[src/rtl/dot_sync_gen.sv]
module dot_sync_gen #(
  parameter int H_ACTIVE = 320,
  parameter int H_SYNC   = 3,
  parameter int H_BP     = 4,
  parameter int H_FP     = 5,
  parameter int BP_MULT  = 3,
  parameter int V_ACTIVE = 240,
  parameter int V_SYNC   = 2,
  parameter int V_BP     = 5,
  parameter int V_FP     = 2
) (
  input  logic                        clk,
  input  logic                        rst_n,
  input  logic                        pix_en,
  input  logic                        run_req,
  input  logic                        stop_req,
  output logic                        hsync_n,
  output logic                        vsync_n,
  output logic                        de,
  output logic [$clog2(H_ACTIVE)-1:0] pix_x,
  output logic [$clog2(V_ACTIVE)-1:0] pix_y,
  output logic                        frame_start,
  output logic                        running
);
  localparam int H_WAIT  = H_SYNC + BP_MULT * H_BP;
  localparam int H_TOTAL = H_WAIT + H_ACTIVE + H_FP;
  localparam int V_WAIT  = V_SYNC + V_BP;
  localparam int V_TOTAL = V_WAIT + V_ACTIVE + V_FP;
  localparam int HCW     = $clog2(H_TOTAL);
  localparam int VCW     = $clog2(V_TOTAL);
  localparam int XW      = $clog2(H_ACTIVE);
  localparam int YW      = $clog2(V_ACTIVE);

  logic [HCW-1:0] hcnt;
  logic [VCW-1:0] vcnt;
  logic           stop_pend;

  wire line_end  = hcnt == HCW'(H_TOTAL - 1);
  wire frame_end = line_end && (vcnt == VCW'(V_TOTAL - 1));
  wire step      = running && pix_en;

  always_ff @(posedge clk or negedge rst_n) begin
    if (!rst_n) begin
      running   <= 1'b0;
      stop_pend <= 1'b0;
      hcnt      <= '0;
      vcnt      <= '0;
    end else if (!running) begin
      if (run_req) begin
        running <= 1'b1;
        hcnt    <= '0;
        vcnt    <= '0;
      end
    end else begin
      if (step && frame_end && (stop_pend || stop_req)) begin
        running   <= 1'b0;
        stop_pend <= 1'b0;
      end else if (stop_req) begin
        stop_pend <= 1'b1;
      end
      if (step) begin
        hcnt <= line_end ? '0 : hcnt + 1'b1;
        if (line_end) vcnt <= frame_end ? '0 : vcnt + 1'b1;
      end
    end
  end

  wire h_vis = (hcnt >= HCW'(H_WAIT)) && (hcnt < HCW'(H_WAIT + H_ACTIVE));
  wire v_vis = (vcnt >= VCW'(V_WAIT)) && (vcnt < VCW'(V_WAIT + V_ACTIVE));

  assign hsync_n     = !(running && hcnt < HCW'(H_SYNC));
  assign vsync_n     = !(running && vcnt < VCW'(V_SYNC));
  assign de          = running && h_vis && v_vis;
  assign pix_x       = de ? XW'(hcnt - HCW'(H_WAIT)) : '0;
  assign pix_y       = de ? YW'(vcnt - VCW'(V_WAIT)) : '0;
  assign frame_start = step && hcnt == '0 && vcnt == '0;

  assert_fs_single_R6: assert property (@(posedge clk) disable iff (!rst_n)
    frame_start |=> !frame_start);
  assert_hold_R7: assert property (@(posedge clk) disable iff (!rst_n)
    (running && !pix_en) |=> running && $stable(hcnt) && $stable(vcnt));
  assert_de_no_sync_R4: assert property (@(posedge clk) disable iff (!rst_n)
    de |-> hsync_n && vsync_n);
  assert_run_origin_R8: assert property (@(posedge clk) disable iff (!rst_n)
    $rose(running) |-> hcnt == '0 && vcnt == '0);
  assert_stop_at_end_R9: assert property (@(posedge clk) disable iff (!rst_n)
    $fell(running) |-> $past(hcnt) == HCW'(H_TOTAL - 1) && $past(vcnt) == VCW'(V_TOTAL - 1) && $past(pix_en));
  assert_idle_quiet_R10: assert property (@(posedge clk) disable iff (!rst_n)
    !running |-> hsync_n && vsync_n && !de && !frame_start);
endmodule

[config.mk]
export PLATFORM = sky130hd
export DESIGN_NAME = dot_sync_gen
export DESIGN_NICKNAME = d
export VERILOG_FILES = /design/src/rtl/dot_sync_gen.sv
export SDC_FILE = /design/constraint.sdc
export NUM_CORES = 1
export LEC_CHECK = 0
export BUFFER_PORTS_ARGS = -buffer_cell sky130_fd_sc_hd__buf_2
export CAP_MARGIN = 15
export CORE_MARGIN = 1.5
export CORE_UTILIZATION = 40
export CTS_CLUSTER_DIAMETER = 60
export DETAILED_ROUTE_END_ITERATION = 12
export HOLD_SLACK_MARGIN = 0.06
export PLACE_DENSITY = 0.67
export SYNTH_ARGS = -nofsm -noshare
export SYNTH_HDL_FRONTEND = slang
export SYNTH_SLANG_ARGS = --single-unit
export TNS_END_PERCENT = 10
[constraint.sdc]
create_clock -name clk -period 2.2 [get_ports clk]
set_input_delay 0.22 -clock clk [delete_from_list [all_inputs] [get_ports clk]]
set_output_delay 0.22 -clock clk [all_outputs]
set_load 0.02 [all_outputs]
; Word-level counts from Yosys, hierarchy flattened
; Cells that the tools add are included.
; W data, S select, Z words.
[totals]
output_inout_bits = 22
input_bits = 5
word_cells = 56
regBits = 19
[op_classes]
order_cmp = 6
n_reduce_logical = 22
add_sub_neg = 4
eq_ne = 4
mux = 16
[ops]
columns = cell, count
row1 = $mux W8, 6
row2 = $mux W9, 5
row3 = $logic_and A1 B1 Y1, 12
row4 = $add A9 B1 Y9 const B, 1
row5 = $eq A9 B9 Y1 const B, 1
row6 = $ge A9 B4 Y1 const B, 1
row7 = $logic_not A9 Y1, 1
row8 = $lt A9 B2 Y1 const B, 1
row9 = $lt A9 B9 Y1 const B, 1
row10 = $sub A9 B4 Y9 const B, 1
row11 = $add A8 B1 Y8 const B, 1
row12 = $eq A8 B8 Y1 const B, 1
row13 = $ge A8 B3 Y1 const B, 1
row14 = $logic_not A8 Y1, 1
row15 = $lt A8 B2 Y1 const B, 1
row16 = $lt A8 B8 Y1 const B, 1
row17 = $sub A8 B3 Y8 const B, 1
row18 = $mux W1, 5
row19 = $ne A2 B1 Y1 const B, 2
row20 = $reduce_and A2 Y1, 2
row21 = $reduce_bool A2 Y1, 2
row22 = $reduce_and A3 Y1, 1
row23 = $logic_not A1 Y1, 2
row24 = $logic_or A1 B1 Y1, 1

; Logic depth before layout (Yosys ltp)
[depth]
ltp_word = 6
ltp_mapped = 7
mapped_depth_nobuf = 6

; Worst setup path before layout
; Ideal clock, no wire load.
[synth_path]
kind = register to output
start = register vcnt[0]
end = output pix_y[3]
n_path_buf = 0
required_ns = 1.980
stages_incl_launch_ff = 6
setup_slack_ns = -0.155
t_arrival_ns = 2.135
path_cell_list = dfrtp_1 > ha_1 > a21o_1 > mux2i_1 > o2111ai_2 > nor4b_1
[synth_between]
elab_chain_cells = 4
word_cells_on_any_way = 6
classes_between = 1 x add/sub / 2 x order compare / 1 x mux / 2 x reduce/logical
[synth_lines]
columns = element, line
row1 = from (decl), 35  ; logic [VCW-1:0] vcnt;
row2 = from (signal assigned), 63  ; if (line_end) vcnt <= frame_end ? '0 : vcnt + 1'b1;
row3 = $ge A8 B3 Y1 or $lt A8 B8 Y1 (tied branches), 69  ; wire v_vis = (vcnt >= VCW'(V_WAIT)) && (vcnt < VCW'(V_WAIT + V_ACTIVE));
row4 = $logic_and A1 B1 Y1, 69
row5 = $logic_and A1 B1 Y1, 73  ; assign de = running && h_vis && v_vis;
row6 = $mux W8 (*), 75  ; assign pix_y = de ? YW'(vcnt - VCW'(V_WAIT)) : '0;
row7 = to (decl), 21  ; output logic [$clog2(V_ACTIVE)-1:0] pix_y,
; Every way passes the cells marked *; elsewhere a longest branch is shown, timed or not.

; Worst setup path in the final report
; Ends and elaborated chain as after synthesis.

==> impl_metrics.sql <==
INSERT INTO impl_metrics (metric_group, metric, value, unit) VALUES
('final_layout', 'n_fill_cell', '368', ''),
('pwr', 'total_leakage_power', '0.000829', 'µW'),
('timing', 'timing.final.max_slew_violations', '0', ''),
('place', 'gpl.final_weighted_congestion', '0.867', ''),
('critical_path', 'timing.critical_path.slowest_stage_cell', 'sky130_fd_sc_hd__dfrtp_1', ''),
('place', 'place_hpwl', '2810', 'µm'),
('detailed_routing', 'ant_nets', '0', ''),
('timing', 'fmax', '456', 'MHz'),
('final_layout', 'layout_overhead_on_the_synthesized_area', '21.9', '%'),
('logic_synthesis', 'synth.cell_area', '0.00158', 'mm²'),
('place', 'dpl_worst_slack', '0.177', 'ns'),
('timing', 'finalCritPeriodShare', '99.7', '%'),
('final_layout', 'layout.cells.non_filler', '271', ''),
('place', 'port_buffers', '26', ''),
('timing', 'finalSetupViolations', '0', ''),
('logic_synthesis', 'synth_top_area_share', '30.1', '%'),
('critical_path', 'cp_data_required_time', '1.98', 'ns'),
('die', 'placeable_core_region', '0.00372', 'mm²'),
('global_route', 'grt_pass1_vias', '1366', ''),
('pwr', 'total_power', '1300', 'µW'),
('critical_path', 'criticalPathCategory', 'reg -> out', ''),
('timing', 'tightestPinTransition', '0.446', 'ns'),
('die', 'initial_core_util', '42.5', '%'),
('critical_path', 'cpPeakStageDelay', '0.39', 'ns'),
('timing', 'relSlewSlack', '69.8', '%'),
('global_route', 'largest_net_degree_at_the_start_of_global_routing', '20', ''),
('final_layout', 'finalNetCount', '233', ''),
('place', 'placedCellCount', '264', ''),
('logic_synthesis', 'synth_warnings', '0', ''),
('detailed_routing', 'firstDrtPassIters', '4', ''),
('timing', 'clock-skew-final', '0.00451', 'ns'),
('detailed_routing', 'remaining_drc_errors', '0', ''),
('clocking', 'cts_max_path_buffers', '2', ''),
('pwr', 'vdd_ir_drop_max', '470', 'µV'),
('die', 'core_rows', '22', ''),
('die', 'die_w', '65.8', 'µm'),
('logic_synthesis', 'yosysTopAreaCell', 'sky130_fd_sc_hd__dfrtp_1', ''),
('final_layout', 'postLayoutCoreUtil', '51.8', '%'),
('clocking', 'clock_tree_from_tritoncts', 'built', ''),
('logic_synthesis', 'synthesis.area_per_instance', '8.26', 'µm²'),
('logic_synthesis', 'asyncSetResetFlopFracSynth', '100', '%'),
('hold_path', 'hold_wc_path_type', 'in -> reg', ''),
('global_route', 'grt_first_pass_wirelength', '6590', 'µm'),
('logic_synthesis', 'most_common_cell_in_the_synthesized_netlist', 'sky130_fd_sc_hd__nand2_1', ''),
('critical_path', 'timing.critical_path.fanout_max', '8', ''),
('clocking', 'clock_sink_count', '19', ''),
('critical_path', 'timing.critical_path.cells', 'ha_2 -> a21o_1 -> mux2i_1 -> o2111ai_2 -> buf_6 -> nor4b_4 -> buf_4', ''),
('detailed_routing', 'drt_first_iter_violations', '65', ''),
('logic_synthesis', 'synth_enable_flop_cells', '0', ''),
('critical_path', 'critPathLaunchType', 'flop', ''),
('logic_synthesis', 'sequential_element_share_of_the_synthesized_area', '30.1', '%'),
('timing', 'post-route-worst-setup-slack', '0.00566', 'ns'),
('logic_synthesis', 'ys_top_cells_by_count', '22 x sky130_fd_sc_hd__nand2_1, 19 x sky130_fd_sc_hd__dfrtp_1, 13 x sky130_fd_sc_hd__nand3_1', ''),
('pwr', 'power_per_cell_area', '676', 'mW/mm²'),
('detailed_routing', 'route.vias.total', '1505', ''),
('logic_synthesis', 'netlist-cell-type-count', '50', ''),
('clocking', 'clk_pin_slew_worst_paths', '0.07', 'ns'),
('final_layout', 'insertedDiodeCount', '0', ''),
('global_route', 'grt_antenna_before_repair', '0', ''),
('global_route', 'grt_overflow', '0', ''),
('die', 'die_h', '65.8', 'µm'),
('detailed_routing', 'routed_wire_per_std_cell', '14.1', 'µm'),
('run_status', 'outcome', 'complete, no violations', ''),
('logic_synthesis', 'synth_nets', '200', ''),
('critical_path', 'arrival', '1.97', 'ns'),
('detailed_routing', 'routed_via_density', '5.55', ''),
('timing', 'final_period_minus_worst_setup_slack', '2.19', 'ns'),
('clocking', 'cts_max_level', '1', ''),
('final_layout', 'post_route_cells_drive_above_1_share', '31.4', '%'),
('critical_path', 'worstSetupEndpointType', 'primary output', ''),
('timing', 'final_hold_viols', '0', '');
-- critical path, delay by kind of cell (launching register included) --
kind	cells	cell delay, ns
flip-flops	1	0.39
buffers and inverters	2	0.37
multiplexers	1	0.18
AO/OA/AOI/OAI	2	0.35
AND/OR/NAND/NOR	1	0.25
adder cells (fa/ha/maj)	1	0.19
-- kinds of logic (layout without fill, tap and decap cells) --
kind of cell | Yosys count | in the layout | share of synthesized area [%]
adders and majority gates | 4 | 4 | 3.17
xor gates and xnor gates | 12 | 12 | 6.66
DFF | 19 | 19 | 30.1
muxes | 2 | 2 | 1.27
AOI/OAI and AO/OA | 35 | 35 | 15.2
and+or+nand+nor | 97 | 97 | 37.0
buffers and inverters | 22 | 54 | 6.58
-- layer usage --
metal / global-route usage [%] / vias to the layer above / wire [µm]
met3: 1.19 / 2 / 231
li1: - / 750 / -
met2: 31.3 / 48 / 1710
met4: 6.51 / 0 / 27
met5: 0 / - / 0
met1: 27.6 / 705 / 1860
-- placed cells by master (no fill, tap or decap), types with 2 or more instances in the layout --
cell / n
sky130_fd_sc_hd__buf_2: 24
sky130_fd_sc_hd__nand2_1: 22
sky130_fd_sc_hd__dfrtp_1: 18
sky130_fd_sc_hd__buf_4: 18
sky130_fd_sc_hd__nand3_1: 13
sky130_fd_sc_hd__nor2_1: 12
sky130_fd_sc_hd__nor3_1: 11
sky130_fd_sc_hd__xnor2_1: 10
sky130_fd_sc_hd__nor3_2: 10
sky130_fd_sc_hd__o21ai_0: 8
sky130_fd_sc_hd__inv_1: 6
sky130_fd_sc_hd__a21oi_1: 5
sky130_fd_sc_hd__a31oi_1: 5
sky130_fd_sc_hd__a21o_1: 4
sky130_fd_sc_hd__or3_1: 4
sky130_fd_sc_hd__ha_1: 3
sky130_fd_sc_hd__clkbuf_8: 3
sky130_fd_sc_hd__and4_1: 2
sky130_fd_sc_hd__and3_1: 2
sky130_fd_sc_hd__nor4_4: 2
sky130_fd_sc_hd__mux2i_1: 2
sky130_fd_sc_hd__xor2_1: 2
sky130_fd_sc_hd__nor3b_1: 2
sky130_fd_sc_hd__and4bb_2: 2
sky130_fd_sc_hd__nand2b_1: 2
sky130_fd_sc_hd__nand4_1: 2
-- sequential cells by signal, indices dropped and copies added (netlist names) --
name / count
hcnt: 9
running: 1
stop_pend: 1
vcnt: 8
-- final cells by class --
cell class	instances	area, µm²	area share [%]
Inverter	6	22.5	1.17
Timing Repair Buffer	44	277	14.4
Clock buffer	4	45.0	2.34
Sequential cell	19	477	24.8
Multi-Input combinational cell	150	1040	54.2
Tap cell	48	60.1	3.12
-- metrics by stage --
step | instance area [µm²] | hold slack [ns]
finish | 1920 | 0.218
global route | 1920 | 0.238
CTS | 1880 | 0.217
detailed placement | 1810 | 0.193
global placement | 1810 | 0.191
floorplan | 1580 | -0.0756
-- where the power goes --
part	leakage, µW	total [µW]	switching, µW	internal (µW)
logic	0.000569	635	371	264
clock network	0.0000228	240	111	129
registers	0.000237	425	43.4	381
-- path summary, 6_finish.rpt --
path                       depth (start not counted)   endpoint  slack [ns]  startpoint
setup / recovery                                   7   pix_y[3]       0.006     vcnt[0]
setup reg to reg                                   5    hcnt[6]        0.39     hcnt[1]
min in group asynchronous                          2    vcnt[4]        0.44       rst_n
max in group asynchronous                          2    hcnt[6]        1.42       rst_n
hold reg to reg                                    2  stop_pend        0.50   stop_pend
hold / removal                                     3  stop_pend        0.22    stop_req
-- what timing repair did --
action | in CTS | in global routing
hold buffers | 1 | 0
buffers inserted | 1 | 1
resized for setup | 2 | 8
endpoints found under the hold margin | 19 | 0
setup endpoints to repair | 16 | 19
pin swaps | 1 | 2
(Power assumes the default switching activity.)
